`src/rtl/cla_pkg.sv`:
```
package cla_pkg;
  localparam int unsigned DEF_WIDTH   = 16;
  localparam int unsigned DEF_GROUP_W = 4;
endpackage

```
`src/rtl/cla_unit.sv`:
```
// Generic lookahead unit: carries into each of W positions plus block G/P,
// every term written as a flat sum of products (no ripple form).
module cla_unit #(
  parameter int unsigned W = 4
) (
  input  logic [W-1:0] g_i,
  input  logic [W-1:0] p_i,
  input  logic         c_i,
  output logic [W-1:0] carry_o,
  output logic         grp_g_o,
  output logic         grp_p_o
);
  logic acc;
  logic prod;

  always_comb begin
    carry_o = '0;
    for (int j = 0; j < W; j++) begin
      prod = c_i;
      for (int k = 0; k < j; k++) prod = prod & p_i[k];
      acc = prod;
      for (int i = 0; i < j; i++) begin
        prod = g_i[i];
        for (int k = i + 1; k < j; k++) prod = prod & p_i[k];
        acc = acc | prod;
      end
      carry_o[j] = acc;
    end
  end

  always_comb begin
    grp_g_o = 1'b0;
    for (int i = 0; i < W; i++) begin
      logic term;
      term = g_i[i];
      for (int k = i + 1; k < W; k++) term = term & p_i[k];
      grp_g_o = grp_g_o | term;
    end
  end

  assign grp_p_o = &p_i;
endmodule

```
`src/rtl/cla_group.sv`:
```
module cla_group #(
  parameter int unsigned W = 4
) (
  input  logic [W-1:0] a_i,
  input  logic [W-1:0] b_i,
  input  logic         c_i,
  output logic [W-1:0] sum_o,
  output logic         grp_g_o,
  output logic         grp_p_o
);
  logic [W-1:0] bit_g;
  logic [W-1:0] bit_p;
  logic [W-1:0] bit_c;

  assign bit_g = a_i & b_i;
  assign bit_p = a_i | b_i;

  cla_unit #(.W(W)) u_la (
    .g_i     (bit_g),
    .p_i     (bit_p),
    .c_i     (c_i),
    .carry_o (bit_c),
    .grp_g_o (grp_g_o),
    .grp_p_o (grp_p_o)
  );

  assign sum_o = a_i ^ b_i ^ bit_c;
endmodule

```
`src/rtl/cla16_adder.sv`:
```
module cla16_adder #(
  parameter int unsigned WIDTH   = cla_pkg::DEF_WIDTH,
  parameter int unsigned GROUP_W = cla_pkg::DEF_GROUP_W
) (
  input  logic [WIDTH-1:0] a_i,
  input  logic [WIDTH-1:0] b_i,
  input  logic             cin_i,
  output logic [WIDTH-1:0] sum_o,
  output logic             cout_o,
  output logic             grp_g_o,
  output logic             grp_p_o
);
  localparam int unsigned N_GROUPS = WIDTH / GROUP_W;

  logic [N_GROUPS-1:0] lvl1_g;
  logic [N_GROUPS-1:0] lvl1_p;
  logic [N_GROUPS-1:0] lvl1_c;
  logic                top_g;
  logic                top_p;

  for (genvar gi = 0; gi < N_GROUPS; gi++) begin : g_grp
    cla_group #(.W(GROUP_W)) u_grp (
      .a_i     (a_i[gi*GROUP_W +: GROUP_W]),
      .b_i     (b_i[gi*GROUP_W +: GROUP_W]),
      .c_i     (lvl1_c[gi]),
      .sum_o   (sum_o[gi*GROUP_W +: GROUP_W]),
      .grp_g_o (lvl1_g[gi]),
      .grp_p_o (lvl1_p[gi])
    );
  end

  // Second level: group carries from group G/P and the external carry-in
  cla_unit #(.W(N_GROUPS)) u_lvl2 (
    .g_i     (lvl1_g),
    .p_i     (lvl1_p),
    .c_i     (cin_i),
    .carry_o (lvl1_c),
    .grp_g_o (top_g),
    .grp_p_o (top_p)
  );

  assign cout_o  = top_g | (top_p & cin_i);
  assign grp_g_o = top_g;
  assign grp_p_o = top_p;
endmodule

```
`config.mk`:
```
export PLATFORM = sky130hd
export DESIGN_NAME = cla16_adder
export DESIGN_NICKNAME = d
export VERILOG_FILES = /design/src/rtl/cla_pkg.sv /design/src/rtl/cla_unit.sv /design/src/rtl/cla_group.sv /design/src/rtl/cla16_adder.sv
export SDC_FILE = /design/constraint.sdc
export NUM_CORES = 1
export LEC_CHECK = 0
export CAP_MARGIN = 20
export CORE_MARGIN = 1
export CORE_UTILIZATION = 55
export DETAILED_ROUTE_END_ITERATION = 16
export DONT_BUFFER_PORTS = 1
export PLACE_DENSITY = 0.74
export SLEW_MARGIN = 20
export SYNTH_ARGS = -nofsm -noshare
export SYNTH_HDL_FRONTEND = slang
export SYNTH_SLANG_ARGS = --single-unit
export TNS_END_PERCENT = 20
```
`constraint.sdc`:
```
create_clock -name vclk -period 3.55
set_input_delay 0.1775 -clock vclk [all_inputs]
set_output_delay 0.1775 -clock vclk [all_outputs]
set_load 0.01 [all_outputs]
```
==> results.sh <==
export IMPL_io_pins=52
export IMPL_vias=1060
export IMPL_end_kind="primary output"
export IMPL_syn_cell_area_um2=1230
export IMPL_firstDrtPassIters=4
export IMPL_hold_path_depth=2
export IMPL_p_per_area_nw_per_um2=148.1
export IMPL_hold_path_class="in2out"
export IMPL_yosysSeqAreaShare_pct=0
export IMPL_seq_cell_count=0
export IMPL_critical_path_required_ns=3.37
export IMPL_std_cell_rows=16
export IMPL_rsz0062_at_grt="false"
export IMPL_max_stage_delay_ns=0.52
export IMPL_fin_total_pwr_mw=0.1871
export IMPL_syn_area_per_cell_um2=7.454
export IMPL_io_buffers=0
export IMPL_cts_hold_buf=0
export IMPL_hold_viol=0
export IMPL_placed_cell_area_um2=1264
export IMPL_arrival_ns=2.11
export IMPL_timing_fmax_ghz=0.4370
export IMPL_route_antenna_remaining_nets=0
export IMPL_cpMostUsedCell="inv_1"
export IMPL_initialDrtViolationCount=18
export IMPL_critPathSlowestCell="or3_2"
export IMPL_min_to="cout_o"
export IMPL_p_leak_nw=0.6864
export IMPL_synth_top_area_share_pct=32.55
export IMPL_finalMaxSlewViolations=0
export IMPL_regArea_um2=0
export IMPL_period_share_pct=64.46
export IMPL_start_util_pct=60.83
export IMPL_critPathMaxFanout=6
export IMPL_postLayoutCellArea_um2=1264
export IMPL_post_synth_top_count_cell="inv_1"
export IMPL_worst_pin_slew_ns=0.6718
export IMPL_drv_cap=0
export IMPL_layout_drive_gt1_share_pct=8.485
export IMPL_wl_per_cell_um=12.32
export IMPL_ys_top_cells_by_count="40 x inv_1, 32 x ha_1, 13 x nor2_1"
export IMPL_fp_dieW_um=49.29
export IMPL_slew_headroom_pct=54.83
export IMPL_start_kind="primary input"
export IMPL_cts_setup_buffers=0
export IMPL_yosys_top_cells_area="ha_1 33%, inv_1 12%, fa_1 6.5%, nor2_1 4.0%, a21oi_1 3.7%"
export IMPL_synthCells=165
export IMPL_ys_warn_count=0
export IMPL_die_h_um=49.29
export IMPL_tns_ns=0
export IMPL_fin_crit_ns=2.288
export IMPL_vias_per_cell=5.521
export IMPL_fin_nets=236
export IMPL_status="completed"
export IMPL_irDropWorstVdd_mv=0.07575
export IMPL_grt_max_degree=7
export IMPL_drc=0
export IMPL_synth_largest_area_cell="ha_1"
export IMPL_synth_cell_types=44
export IMPL_min_from="cin_i"
export IMPL_place_gp_congestion=0.8197
export IMPL_diodes=0
export IMPL_setup_viol=0
export IMPL_cts_resized=0
export IMPL_areaGrowthSynthToFinish_pct=2.746
export IMPL_routed_wl_mm=2.365
export IMPL_path_class="in2out"
export IMPL_dp_hpwl_mm=2.123
export IMPL_crit_path_cell_trace="inv_1 > ha_1 > inv_1 > a21oi_2 > o31ai_1 > or3_2 > fa_1 > xor2_1"
export IMPL_antenna_found_initial=0
export IMPL_grt_pass1_vias=1073
export IMPL_grt_ovfl_total=0
export IMPL_dieArea_um2=2430
export IMPL_grt_pass1_wl_mm=4.112
export IMPL_core_area_um2=2022
export IMPL_syn_nets=234
export IMPL_clkbuf_count=0
export IMPL_grt_usage_pct=20.49
[cells by family (layout without fill, tap and decap cells)]
kind of cell	count (synthesis)	in the layout	share of synthesized area, %
fa+ha+maj	36	36	39.06
buf+inv	41	41	12.51
mux	1	1	0.9155
xor+xnor	8	8	5.696
simple gates	44	44	19.74
compound gates	35	35	22.08
[metal layers]
metal / share of wire (%) / GRT usage [%] / vias to the layer above
met5: 0 / 0 / -
met4: 2.0 / 3.922 / 0
met3: 6.6 / 1.558 / 12
met2: 52 / 40.18 / 50
met1: 39 / 23.65 / 457
li1: - / - / 541
[report_power, final]
group          internal (mW)  switching, mW  total [mW]
Clock                      0              0           0
Sequential                 0              0           0
Combinational         0.0753          0.112       0.187
[worst max path at each step]
| stage | to | startpoint | slack, ns |
|---|---|---|---|
| 2_1_floorplan | sum_o[13] | a_i[9] | 1.50 |
| 3_3_place_gp | sum_o[13] | a_i[9] | 1.40 |
| 3_5_place_dp | sum_o[13] | a_i[9] | 1.28 |
| 4_1_cts | sum_o[13] | a_i[9] | 1.28 |
| 5_1_grt | sum_o[13] | b_i[9] | 1.14 |
| 6_report | sum_o[13] | a_i[9] | 1.26 |
[cell type report]
type,count,area (um^2)
Fill cell,202,758.2
Inverter,41,153.9
Multi-Input combinational cell,124,1076
Tap cell,27,33.78
[worst max-delay path, delay by kind of cell]
kind            cells  cell delay (ns)
simple gates        1             0.52
compound gates      2             0.46
buf+inv             2             0.09
fa+ha+maj           2             0.56
xor+xnor            1             0.30
[through the flow]
step	setup slack, ns	utilization [%]	cells	hold WS [ns]
finish	1.262	62.50	192	0.4961
global route	1.145	62.50	192	0.5054
CTS	1.276	62.50	192	0.4978
detailed placement	1.281	62.50	192	0.4959
global placement	1.398	62.50	192	0.4982
floorplan	1.499	-	165	0.4894
[cells in the final DEF, fill, tap and decap left out, types with 4 or more instances in the layout]
cell     netlist  final
xor2_1         4      4
ha_1          32     32
nor2b_1        5      5
nand2_1        5      5
xnor2_1        4      4
fa_1           4      4
a21oi_1        9      9
inv_1         40     40
nor2_1        13     13
No activity file was read; power rests on OpenSTA's default activity.
